===== src/rtl/qcyc_pkg.sv =====
`timescale 1ns/1ps
package qcyc_pkg;
    localparam int PHASES = 4;

    typedef enum logic [1:0] {
        OP_NOP  = 2'b00,
        OP_ADD  = 2'b01,
        OP_LOAD = 2'b10,
        OP_SUB  = 2'b11
    } opcode_e;

    typedef enum logic [1:0] {
        PH_DECODE  = 2'd0,
        PH_READ    = 2'd1,
        PH_PROCESS = 2'd2,
        PH_WRITE   = 2'd3
    } phase_e;
endpackage


===== src/rtl/qcyc_phase_gen.sv =====
`timescale 1ns/1ps
module qcyc_phase_gen
    import qcyc_pkg::*;
(
    input  logic              clk,
    input  logic              rst_n,
    output phase_e            phase,
    output logic [PHASES-1:0] phase_oh,
    output logic              cyc_last,
    output logic              periph_en
);
    localparam int PHW = $clog2(PHASES);

    typedef struct packed {
        logic [PHW-1:0] cnt;
        logic           pen;
    } pg_state_t;

    pg_state_t s_d, s_q;

    always_comb begin
        s_d = s_q;
        if (s_q.cnt == PHW'(PHASES - 1))
            s_d.cnt = '0;
        else
            s_d.cnt = s_q.cnt + PHW'(1);
        s_d.pen = 1'b1;
    end

    always_ff @(posedge clk or negedge rst_n) begin
        if (!rst_n)
            s_q <= '0;
        else
            s_q <= s_d;
    end

    genvar g;
    generate
        for (g = 0; g < PHASES; g++) begin : g_strobe
            assign phase_oh[g] = (s_q.cnt == PHW'(g));
        end
    endgenerate

    assign phase     = phase_e'(s_q.cnt);
    assign cyc_last  = phase_oh[PHASES-1];
    assign periph_en = s_q.pen;

    // the last phase is always followed by the first
    assert_phase_wrap_R2: assert property (@(posedge clk) disable iff (!rst_n)
        phase_oh[PHASES-1] |=> phase_oh[0]);
    // the first phase is always followed by the second
    assert_phase_step_R2: assert property (@(posedge clk) disable iff (!rst_n)
        phase_oh[0] |=> phase_oh[1]);
endmodule


===== src/rtl/qcyc_fetch.sv =====
`timescale 1ns/1ps
module qcyc_fetch #(
    parameter int IW  = 8,
    parameter int PCW = 6
) (
    input  logic           clk,
    input  logic           rst_n,
    input  logic           load_fetch,
    input  logic           advance,
    input  logic           branch_taken,
    input  logic [PCW-1:0] branch_target,
    input  logic [IW-1:0]  imem_data,
    output logic [PCW-1:0] pc,
    output logic [IW-1:0]  fetched
);
    typedef struct packed {
        logic [PCW-1:0] pc;
        logic [IW-1:0]  fetch;
    } fetch_state_t;

    fetch_state_t s_d, s_q;

    always_comb begin
        s_d = s_q;
        if (load_fetch)
            s_d.fetch = imem_data;
        if (advance) begin
            if (branch_taken)
                s_d.pc = branch_target;
            else
                s_d.pc = s_q.pc + PCW'(1);
        end
    end

    always_ff @(posedge clk or negedge rst_n) begin
        if (!rst_n)
            s_q <= '0;
        else
            s_q <= s_d;
    end

    assign pc      = s_q.pc;
    assign fetched = s_q.fetch;

    // the program counter is steady inside an instruction cycle
    assert_pc_hold_R8: assert property (@(posedge clk) disable iff (!rst_n)
        !advance |=> $stable(pc));
    // without a branch, the program counter steps by one at the cycle end
    assert_pc_step_R8: assert property (@(posedge clk) disable iff (!rst_n)
        (advance && !branch_taken) |=> (pc == $past(pc) + PCW'(1)));
    // a branch at the cycle end loads the target
    assert_branch_load_R9: assert property (@(posedge clk) disable iff (!rst_n)
        (advance && branch_taken) |=> (pc == $past(branch_target)));
endmodule


===== src/rtl/qcyc_exec.sv =====
`timescale 1ns/1ps
module qcyc_exec
    import qcyc_pkg::*;
#(
    parameter int IW = 8,
    parameter int DW = 8
) (
    input  logic          clk,
    input  logic          rst_n,
    input  phase_e        phase,
    input  logic          squash,
    input  logic [IW-1:0] fetched,
    output logic [DW-1:0] acc,
    output logic          wr_stb,
    output logic [DW-1:0] wr_data
);
    localparam int OPW = IW - 2;

    typedef struct packed {
        logic [IW-1:0] instr;
        opcode_e       opc;
        logic [DW-1:0] opnd;
        logic [DW-1:0] alu;
        logic [DW-1:0] acc;
    } exec_state_t;

    exec_state_t s_d, s_q;

    always_comb begin
        s_d = s_q;
        unique case (phase)
            PH_DECODE: begin
                s_d.opc = opcode_e'(s_q.instr[IW-1 -: 2]);
            end
            PH_READ: begin
                if (s_q.opc != OP_NOP)
                    s_d.opnd = DW'(s_q.instr[OPW-1:0]);
            end
            PH_PROCESS: begin
                case (s_q.opc)
                    OP_ADD:  s_d.alu = s_q.acc + s_q.opnd;
                    OP_LOAD: s_d.alu = s_q.opnd;
                    OP_SUB:  s_d.alu = s_q.acc - s_q.opnd;
                    default: s_d.alu = s_q.alu;
                endcase
            end
            PH_WRITE: begin
                if (s_q.opc != OP_NOP)
                    s_d.acc = s_q.alu;
                s_d.instr = squash ? '0 : fetched;
            end
        endcase
    end

    always_ff @(posedge clk or negedge rst_n) begin
        if (!rst_n)
            s_q <= '0;
        else
            s_q <= s_d;
    end

    assign acc     = s_q.acc;
    assign wr_stb  = (phase == PH_WRITE) && (s_q.opc != OP_NOP);
    assign wr_data = s_q.alu;

    // without a write strobe the accumulator holds
    assert_acc_hold_R7: assert property (@(posedge clk) disable iff (!rst_n)
        !wr_stb |=> $stable(acc));
    // a write strobe commits exactly the presented data
    assert_acc_take_R7: assert property (@(posedge clk) disable iff (!rst_n)
        wr_stb |=> (acc == $past(wr_data)));
endmodule


===== src/rtl/qcyc_sequencer.sv =====
`timescale 1ns/1ps
module qcyc_sequencer
    import qcyc_pkg::*;
#(
    parameter int IW  = 8,
    parameter int DW  = 8,
    parameter int PCW = 6
) (
    input  logic              clk,
    input  logic              rst_n,
    input  logic              branch_taken,
    input  logic [PCW-1:0]    branch_target,
    input  logic [IW-1:0]     imem_data,
    output logic [PCW-1:0]    imem_addr,
    output logic [PHASES-1:0] phase_oh,
    output logic              cyc_en,
    output logic              periph_en,
    output logic              wr_stb,
    output logic [DW-1:0]     wr_data,
    output logic [DW-1:0]     acc
);
    phase_e        phase;
    logic          cyc_last;
    logic [IW-1:0] fetched;

    qcyc_phase_gen u_phase (
        .clk       (clk),
        .rst_n     (rst_n),
        .phase     (phase),
        .phase_oh  (phase_oh),
        .cyc_last  (cyc_last),
        .periph_en (periph_en)
    );

    qcyc_fetch #(
        .IW  (IW),
        .PCW (PCW)
    ) u_fetch (
        .clk           (clk),
        .rst_n         (rst_n),
        .load_fetch    (phase_oh[0]),
        .advance       (cyc_last),
        .branch_taken  (branch_taken),
        .branch_target (branch_target),
        .imem_data     (imem_data),
        .pc            (imem_addr),
        .fetched       (fetched)
    );

    qcyc_exec #(
        .IW (IW),
        .DW (DW)
    ) u_exec (
        .clk     (clk),
        .rst_n   (rst_n),
        .phase   (phase),
        .squash  (branch_taken),
        .fetched (fetched),
        .acc     (acc),
        .wr_stb  (wr_stb),
        .wr_data (wr_data)
    );

    assign cyc_en = cyc_last;

    // exactly one phase strobe at a time
    assert_onehot_phase_R1: assert property (@(posedge clk) disable iff (!rst_n)
        $countones(phase_oh) == 1);
    // the cycle enable lasts one clock and starts a new cycle
    assert_cycle_enable_R3: assert property (@(posedge clk) disable iff (!rst_n)
        cyc_en |=> (!cyc_en && phase_oh[0]));
    // a write strobe only appears together with the cycle enable
    assert_write_in_last_R7: assert property (@(posedge clk) disable iff (!rst_n)
        wr_stb |-> cyc_en);
endmodule


===== config.mk =====
export PLATFORM = sky130hd
export DESIGN_NAME = qcyc_sequencer
export DESIGN_NICKNAME = d
export VERILOG_FILES = /design/src/rtl/qcyc_pkg.sv /design/src/rtl/qcyc_phase_gen.sv /design/src/rtl/qcyc_fetch.sv /design/src/rtl/qcyc_exec.sv /design/src/rtl/qcyc_sequencer.sv
export SDC_FILE = /design/constraint.sdc
export NUM_CORES = 1
export LEC_CHECK = 0
export ABC_AREA = 0
export BUFFER_PORTS_ARGS = -buffer_cell sky130_fd_sc_hd__buf_2
export CORE_MARGIN = 1
export CORE_UTILIZATION = 35
export CTS_BUF_LIST = sky130_fd_sc_hd__clkbuf_4
export CTS_CLUSTER_DIAMETER = 120
export DETAILED_ROUTE_END_ITERATION = 8
export GPL_TIMING_DRIVEN = 0
export SYNTH_ARGS = -nofsm -noshare
export SYNTH_HDL_FRONTEND = slang
export SYNTH_HIERARCHICAL = 1
export SYNTH_SLANG_ARGS = --single-unit

===== constraint.sdc =====
create_clock -name clk -period 4.15 [get_ports clk]
set_input_delay 0.415 -clock clk [delete_from_list [all_inputs] [get_ports clk]]
set_output_delay 0.415 -clock clk [all_outputs]
set_load 0.02 [all_outputs]

==> flow_metrics.tcl, run 1 <==
set metrics [dict create \
    vias 1952 \
    hp-class "in -> async" \
    clk-insertion-delay-late_ns 0.37 \
    dpl.hpwl_mm 3.63 \
    diodes 0 \
    dr.first_iter.drc_count 81 \
    worstPathMaxFanout 4 \
    rsz0062_at_grt "false" \
    yosysWarnings 6 \
    portBuffers 45 \
    synth_top_flop_cell "dfrtp_1" \
    die_h_microns 88.8 \
    grt_first_pass_wirelength_mm 8.73 \
    avgSynthCellArea_sq_um 9.84 \
    numClockSinks 49 \
    rows 31 \
    cts_tree "yes" \
    power.density_nw_per_um2 515 \
    leakagePower_nw 1.51 \
    crit_path_end_kind "register" \
    synthTopCellsByArea "dfrtp_1 47%, ha_1 6.2%, nand2_1 6.1%, mux2_2 6.0%, buf_4 5.1%" \
    clk_pin_slew_worst_paths_ns 0.15 \
    setup_tns_ns 0 \
    ctsHoldBuffers 0 \
    place_congestion 0.790 \
    wl_mm 4.96 \
    die-area_sq_um 7880 \
    synth-seq-area-share_pct 46.5 \
    start_util_pct 36.3 \
    worstSetupPathType "reg -> reg" \
    fmax_ghz 0.391 \
    synth_cell_type_count 45 \
    async_flop_share_pct 100 \
    grt_pass1_vias 1883 \
    p_switching_mw 0.568 \
    via_per_inst 4.66 \
    p_sw_share_pct 36.1 \
    timing.slew.headroom_pct 28.2 \
    grt_max_degree 50 \
    io_pins 46 \
    numCtsBuffers 5 \
    synth_area_leader_cell "dfrtp_1" \
    ys_seq_elements 49 \
    synth_nets 299 \
    post_drt_wl_per_cell_microns 11.8 \
    cts_resized 0 \
    pre_cts_ws_ns 1.64 \
    seq_power_share_pct 41.0 \
    grt_overflow_total 0 \
    startpoint_type "register" \
    final_cell_mix "49 x buf_2, 49 x dfrtp_1, 43 x nand2_1" \
    synth_area_sq_um 2640 \
    die_w_microns 88.8 \
    track_usage_pct 14.3 \
    ir_drop_uv 187 \
    firstDrtPassIters 4 \
    hold_viol_final 0 \
    cp_data_arrival_time_ns 2.84 \
    setup_ws_ns 1.59 \
    syn_to_final_growth_pct 16.1 \
    synth_edf_count 0 \
    grt_antenna_before_repair 0 \
    htree_num_levels 2 \
    ant_nets 0 \
    p_clk_share_pct 18.2 \
    fin_skew_ns 0.0161 \
    synthCells 268 \
    status "completed" \
    internal_power_mw 1.01 \
    finalCritPeriodShare_pct 61.7 \
    worstPathRequired_ns 4.43 \
    power_frac_comb_pct 40.8 \
    period_minus_slack_ns 2.56 \
    layout-drive-gt1-share_pct 29.7 \
    postCtsSetupBuffers 0 \
    setup_viol 0 \
    slew_violations 0 \
    cts_root_buf "clkbuf_4" \
    nNetsFinal 351 \
    synthDominantCellAreaShare_pct 46.5 \
    drc 0 \
    cts_buffer_depth 2 \
    core_sq_um 7250 \
    worst_slew_pin_slew_ns 1.08 \
    maxCapViolCount 0 \
]
critical path, stage by stage, from the launching register on:
cell,delay (ns)
dfrtp_1,0.45
inv_1,0.08
ha_1,0.27
mux2i_1,0.28
ha_1,0.29
nor2b_1,0.14
o31ai_1,0.39
a32oi_1,0.20
xnor2_1,0.16
a22o_1,0.20
cell usage after synthesis (all sizes together) (2+ instances only):
master  instances
nor2b           2
ha             13
a21oi          18
or3b            3
o211ai          2
xor2            3
mux2           14
nand2b         11
nor2           16
dfrtp          49
a22o            4
inv             9
mux2i           3
o22ai           2
clkbuf          2
nand2          43
nor3b           2
and3            2
buf            22
o21ai          21
xnor2           5
nor3            3
nand3           3
stage by stage:
step                      area [sq um]  hold WS, ns  instances  power, mW  util (%)
after floorplan                   2640        0.119        268       1.15         -
after global placement            2990        0.464        412       1.29      41.2
after detailed placement          2990        0.469        412       1.30      41.2
after CTS                         3060        0.249        419       1.59      42.2
after global routing              3060        0.234        419       1.71      42.2
final                             3060        0.224        419       1.58      42.2
layer usage:
layer  global-route usage [%]  wire (microns)
met5                        0               0
met4                     4.40              48
met3                     2.80             165
met2                     24.1            2300
met1                     18.7            2440
kinds of logic after synthesis:
kind of cell	after synthesis	synth area share, %
simple gates	87	15.8
compound gates	58	13.3
flops	49	46.5
buf+inv	34	7.59
mux	17	7.12
fa+ha+maj	14	6.93
xor+xnor	8	2.66
other cells	1	0.142
power by group through the flow:
stage / sequential (mW) / clock [mW] / combinational (mW)
finish: 0.647 / 0.287 / 0.642
global route: 0.664 / 0.313 / 0.731
CTS: 0.649 / 0.298 / 0.648
detailed placement: 0.659 / 0 / 0.646
global placement: 0.654 / 0 / 0.636
floorplan: 0.646 / 0 / 0.504
final cells by class:
| type | count | area, sq um |
|---|---|---|
| clock inverter | 2 | 38.8 |
| sequential | 49 | 1230 |
| inverter | 10 | 37.5 |
| timing repair buffer | 45 | 225 |
| clock buffer | 5 | 37.5 |
| multi-input combinational | 185 | 1210 |
| buffer | 24 | 163 |
| tap | 99 | 124 |
| fill | 736 | 4190 |
worst paths after layout:
check / start / endpoint / slack [ns] / cells past startpoint
worst max-delay path: u_exec/s_q[17] / u_exec/wr_data[7] / 1.59 / 9
worst max register to register: u_exec/s_q[17] / u_exec/wr_data[7] / 1.59 / 9
min in group clk: imem_data[1] / u_fetch/fetched[1] / 0.27 / 2
worst min-delay path: rst_n / u_exec/acc[6] / 0.22 / 1
worst min register to register: u_exec/s_q[32] / u_exec/s_q[32] / 0.50 / 2
max in group asynchronous: rst_n / u_fetch/fetched[2] / 3.26 / 1
flip-flops by register name (all words and copies together), names as in the netlist:
signal             flops
u_exec/wr_data         8
u_fetch/fetched        8
u_exec/acc             8
u_fetch/pc             6
u_phase/periph_en      1
u_phase/phase          2
u_exec/s_q            16
Note: power is estimated with default switching activity, not from simulation.
==> inputs of run 2 (changes only) <==
Clock period 4.15 ns to 2.6 ns, I/O delays scaled along.
==> run 2 against run 1 <==
Wire length increased by 1.4%. Setup slack got worse by 1.4 ns. Clock power increased by 60%. Sequential share of layout area decreased by 0.13 points. Register-to-register slack got worse by 1.4 ns. Critical path depth unchanged. Critical path type unchanged. Largest cell class unchanged. Largest power group is now combinational logic.
==> flow_metrics.tcl, run 2 (synthesized netlist as in run 1, its figures left out) <==
set metrics [dict create \
    grt_antenna_before_repair 0 \
    htree_num_levels 2 \
    maxCapViolCount 0 \
    fin_skew_ns 0.0139 \
    regArea_sq_um 1230 \
    core_sq_um 7250 \
    p_switching_mw 0.923 \
    place_congestion 0.790 \
    p_clk_share_pct 18.1 \
    layout-drive-gt1-share_pct 30.3 \
    rows 31 \
    wl_mm 5.02 \
    final_cell_mix "49 x buf_2, 49 x dfrtp_1, 43 x nand2_1" \
    dp.cells 412 \
    leakagePower_nw 1.51 \
    cp_data_arrival_time_ns 2.74 \
    die_w_microns 88.8 \
    worst_slew_pin_slew_ns 1.08 \
    clk_pin_slew_worst_paths_ns 0.15 \
    nNetsFinal 351 \
    vias 1967 \
    syn_to_final_growth_pct 16.5 \
    multi_input_area_sq_um 1220 \
    seq_power_share_pct 40.7 \
    internal_power_mw 1.62 \
    ant_nets 0 \
    dpl.hpwl_mm 3.63 \
    grt_pass1_vias 1883 \
    via_per_inst 4.69 \
    grt_max_degree 50 \
    ir_drop_uv 300 \
    track_usage_pct 14.3 \
    postCtsSetupBuffers 0 \
    startpoint_type "register" \
    portBuffers 45 \
    grt_first_pass_wirelength_mm 8.73 \
    final_cell_count_no_fill 419 \
    power_frac_comb_pct 41.2 \
    status "completed" \
    clk-insertion-delay-late_ns 0.37 \
    timing.slew.headroom_pct 28.1 \
    io_pins 46 \
    cts_tree "yes" \
    rsz0062_at_grt "false" \
    crit_path_end_kind "register" \
    worstPathMaxFanout 4 \
    die_h_microns 88.8 \
    firstDrtPassIters 6 \
    grt_overflow_total 0 \
    finalCritPeriodShare_pct 94.5 \
    start_util_pct 36.3 \
    hold_viol_final 0 \
    numClockSinks 49 \
    slew_violations 0 \
    dr.first_iter.drc_count 63 \
    drc 0 \
    largest_register_ffs 16 \
    hp-class "in -> async" \
    setup_viol 0 \
    cts_buffer_depth 2 \
    p_sw_share_pct 36.3 \
    cts_root_buf "clkbuf_4" \
    setup_tns_ns 0 \
    period_minus_slack_ns 2.46 \
    fill_cells 736 \
    numCtsBuffers 5 \
    post_drt_wl_per_cell_microns 12.0 \
    die-area_sq_um 7880 \
    worstSetupPathType "reg -> reg" \
    power_mw 2.54 \
    reg2reg_slack_ns 0.14 \
    largest-register "u_exec/s_q" \
    diodes 0 \
    power.density_nw_per_um2 827 \
    worstPathRequired_ns 2.88 \
    fmax_ghz 0.407 \
]
run 2: cell count changes in the layout (fill, tap and decap cells not counted):
cell      delta
a211oi_1     -1
a211oi_2     +1
o31ai_1      -1
o31ai_2      +1
run 2: repair_timing:
action	CTS	global route
resized for setup	0	2
endpoints found under the setup margin	0	2
hold buffers	0	0
run 2: layer usage:
| metal | vias up | GRT usage, % | part of all wire, % |
|---|---|---|---|
| met5 | - | 0 | 0 |
| met4 | 0 | 4.40 | 0.92 |
| met3 | 5 | 2.80 | 4.0 |
| met2 | 49 | 24.1 | 47 |
| met1 | 912 | 18.7 | 48 |
| li1 | 1001 | - | - |
run 2: critical path, stage by stage (launching register included):
cell and delay [ns]:
dfrtp_1 0.45, inv_1 0.08, ha_1 0.27, mux2i_1 0.28
ha_1 0.29, nor2b_1 0.15, o31ai_2 0.31, a32oi_1 0.18
xnor2_1 0.15, a22o_1 0.20
run 2: area by class of cell:
type / instances / share of cell area (%)
sequential: 49 / 39.9
multi-input combinational: 185 / 39.7
tap: 99 / 4.03
inverter: 10 / 1.22
clock buffer: 5 / 1.22
clock inverter: 2 / 1.26
buffer: 24 / 5.30
timing repair buffer: 45 / 7.33
run 2: through the flow:
| stage | setup slack [ns] | utilization [%] | instance area [sq um] | hold slack (ns) |
|---|---|---|---|---|
| floorplan | 0.418 | - | 2640 | -0.0356 |
| global placement | 0.108 | 41.2 | 2990 | 0.464 |
| detailed placement | 0.0941 | 41.2 | 2990 | 0.469 |
| CTS | 0.0633 | 42.2 | 3060 | 0.0943 |
| global route | 0.0208 | 42.3 | 3070 | 0.0793 |
| finish | 0.143 | 42.3 | 3070 | 0.0693 |
run 2: worst paths after layout:
check | start | to | cells after the start
setup / recovery | u_exec/s_q[17] | u_exec/wr_data[7] | 9
hold / removal | rst_n | u_exec/acc[6] | 1
setup reg to reg | u_exec/s_q[17] | u_exec/wr_data[7] | 9
hold reg to reg | u_exec/s_q[32] | u_exec/s_q[32] | 2
max in group asynchronous | rst_n | u_fetch/fetched[2] | 1
min in group clk | imem_data[1] | u_fetch/fetched[1] | 2
run 2: power by group through the flow:
stage                     Sequential, mW  Clock [mW]  Combinational [mW]
final                               1.03       0.458                1.05
after global routing                1.06       0.500                1.19
after CTS                           1.04       0.475                1.03
after detailed placement            1.05           0                1.03
after global placement              1.04           0                1.02
after floorplan                     1.03           0               0.805
==> inputs of run 3 (changes only) <==
Settings changed: CORE_ASPECT_RATIO from default to 0.75.
==> run 3 against run 2 <==
Count of clock-buffer cells in the layout unchanged. Sequential power about the same. Wire length up 2.4%. Flip-flop and latch count is the same. Global-route usage decreased by 0.33 points. Cell count grew 0.72%. Non-clock buffer count stayed put. Worst hold slack improved by 0.021 ns. Critical path type unchanged. Largest cell class unchanged. Largest power group unchanged. Highest routed layer unchanged.
==> flow_metrics.tcl, run 3 (synthesized netlist as in run 1, its figures left out) <==
set metrics [dict create \
    status "completed" \
    htree_num_levels 2 \
    maxCapViolCount 0 \
    drc 0 \
    fmax_ghz 0.418 \
    worst_slew_pin_slew_ns 1.10 \
    startpoint_type "register" \
    layout-drive-gt1-share_pct 30.5 \
    nNetsFinal 351 \
    firstDrtPassIters 4 \
    crit_buf_inv 1 \
    worstPathRequired_ns 2.86 \
    worstSetupPathType "reg -> reg" \
    r2r-end "u_exec/wr_data[7]" \
    post_dp_cell_area_sq_um 2990 \
    hp-class "in -> async" \
    ir_drop_uv 322 \
    final_cell_mix "49 x buf_2, 49 x dfrtp_1, 43 x nand2_1" \
    grt_first_pass_wirelength_mm 8.69 \
    slew_violations 0 \
    diodes 0 \
    crit_top_cell "ha_1" \
    core_sq_um 7330 \
    largest_register_ffs 16 \
    fin_skew_ns 0.00945 \
    utilization_pct 41.8 \
    internal_power_mw 1.53 \
    crit_path_end_kind "register" \
    pre_cts_ws_ns 0.143 \
    track_usage_pct 14.0 \
    critPathSlowestCell "dfrtp_1" \
    wl_mm 5.14 \
    grt_pass1_vias 1829 \
    power_frac_comb_pct 43.2 \
    setup_tns_ns 0 \
    max_stage_delay_ns 0.43 \
    rows 27 \
    grt_max_degree 50 \
    vias 1959 \
    period_minus_slack_ns 2.39 \
    largest-register "u_exec/s_q" \
    p_clk_share_pct 14.5 \
    reg2reg_slack_ns 0.21 \
    die_h_microns 77.2 \
    fill_cells 739 \
    portBuffers 45 \
    io_pins 46 \
    cts_root_buf "clkbuf_4" \
    ctsHoldBuffers 0 \
    clk-insertion-delay-late_ns 0.36 \
    numCtsBuffers 5 \
    via_per_inst 4.64 \
    postCtsSetupBuffers 0 \
    ant_nets 0 \
    power.density_nw_per_um2 801 \
    start_util_pct 36.0 \
    cts_tree "yes" \
    p_sw_share_pct 37.8 \
    path_delay_family "compound AO/OA/AOI/OAI gates" \
    dpl.hpwl_mm 3.72 \
    seq_power_share_pct 42.3 \
    clk_pin_slew_worst_paths_ns 0.15 \
    setup_viol 0 \
    numClockSinks 49 \
    r2r-start "u_exec/s_q[16]" \
    post_drt_wl_per_cell_microns 12.2 \
    timing.slew.headroom_pct 26.7 \
    cp_data_arrival_time_ns 2.66 \
    worstPathMaxFanout 4 \
    finalCritPeriodShare_pct 92.0 \
    p_switching_mw 0.928 \
    grt_overflow_total 0 \
    grt_antenna_before_repair 0 \
    syn_to_final_growth_pct 16.1 \
    path_cells "inv_1 > ha_1 > mux2i_1 > ha_1 > nor2b_1 > o31ai_2 > a32oi_1 > xnor2_1 > a22o_1" \
    hold_viol_final 0 \
    ff2ff_path_depth 9 \
    design_area_sq_um 3060 \
    die-area_sq_um 7890 \
    die_w_microns 102 \
    rsz0062_at_grt "false" \
    dr.first_iter.drc_count 61 \
    place_congestion 0.857 \
    leakagePower_nw 1.50 \
    setup_ws_ns 0.208 \
    cts_buffer_depth 2 \
    power_mw 2.45 \
]
==> run 3: worst reg2reg max path: cells and delay by family (launching register included) <==
family,cells,cell delay [ns]
AO/OA/AOI/OAI,3,0.63
XOR/XNOR,1,0.15
adder cells (fa/ha/maj),2,0.58
buffers and inverters,1,0.08
flip-flops,1,0.43
multiplexers,1,0.29
AND/OR/NAND/NOR,1,0.15
==> run 3: layer usage <==
metal  track usage [%]  routed length (microns)  part of all wire, %  vias up
li1                  -                        -                    -     1004
met1              20.4                     2710                   53      918
met2              20.9                     2240                   44       35
met3              3.37                      169                  3.3        2
met4              3.00                       21                 0.41        0
met5                 0                        0                    0        -
==> run 3: timing repair <==
item,4_1_cts,5_1_grt
endpoints found under the hold margin,0,0
endpoints found under the setup margin,0,3
gates resized for setup,0,3
==> run 3: final cells by class <==
type | instances | area (sq um) | area share, %
clock buffer | 5 | 37.5 | 1.23
multi-input combinational | 185 | 1220 | 40.0
inverter | 10 | 37.5 | 1.23
sequential | 49 | 1230 | 40.0
clock inverter | 3 | 21.3 | 0.695
buffer | 24 | 163 | 5.31
tap | 101 | 126 | 4.13
timing repair buffer | 45 | 225 | 7.36
==> run 3: worst max path at each step <==
stage | start | end | cells past startpoint
5_1_grt | u_exec/s_q[17] | u_exec/wr_data[7] | 9
3_3_place_gp | u_exec/s_q[16] | u_exec/wr_data[7] | 9
4_1_cts | u_exec/s_q[16] | u_exec/wr_data[7] | 9
2_1_floorplan | u_exec/s_q[16] | u_exec/wr_data[7] | 9
6_report | u_exec/s_q[16] | u_exec/wr_data[7] | 9
3_5_place_dp | u_exec/s_q[16] | u_exec/wr_data[7] | 9
==> run 3: through the flow <==
stage,hold slack [ns],instances
2_1_floorplan,-0.0356,268
3_3_place_gp,0.463,414
3_5_place_dp,0.477,414
4_1_cts,0.0942,422
5_1_grt,0.0906,422
6_report,0.0905,422
==> run 3: power by group through the flow <==
stage | combinational (mW) | sequential [mW] | clock (mW)
final | 1.06 | 1.04 | 0.356
after global routing | 1.19 | 1.07 | 0.403
after CTS | 1.04 | 1.04 | 0.381
after detailed placement | 1.03 | 1.06 | 0
after global placement | 1.02 | 1.05 | 0
after floorplan | 0.805 | 1.03 | 0
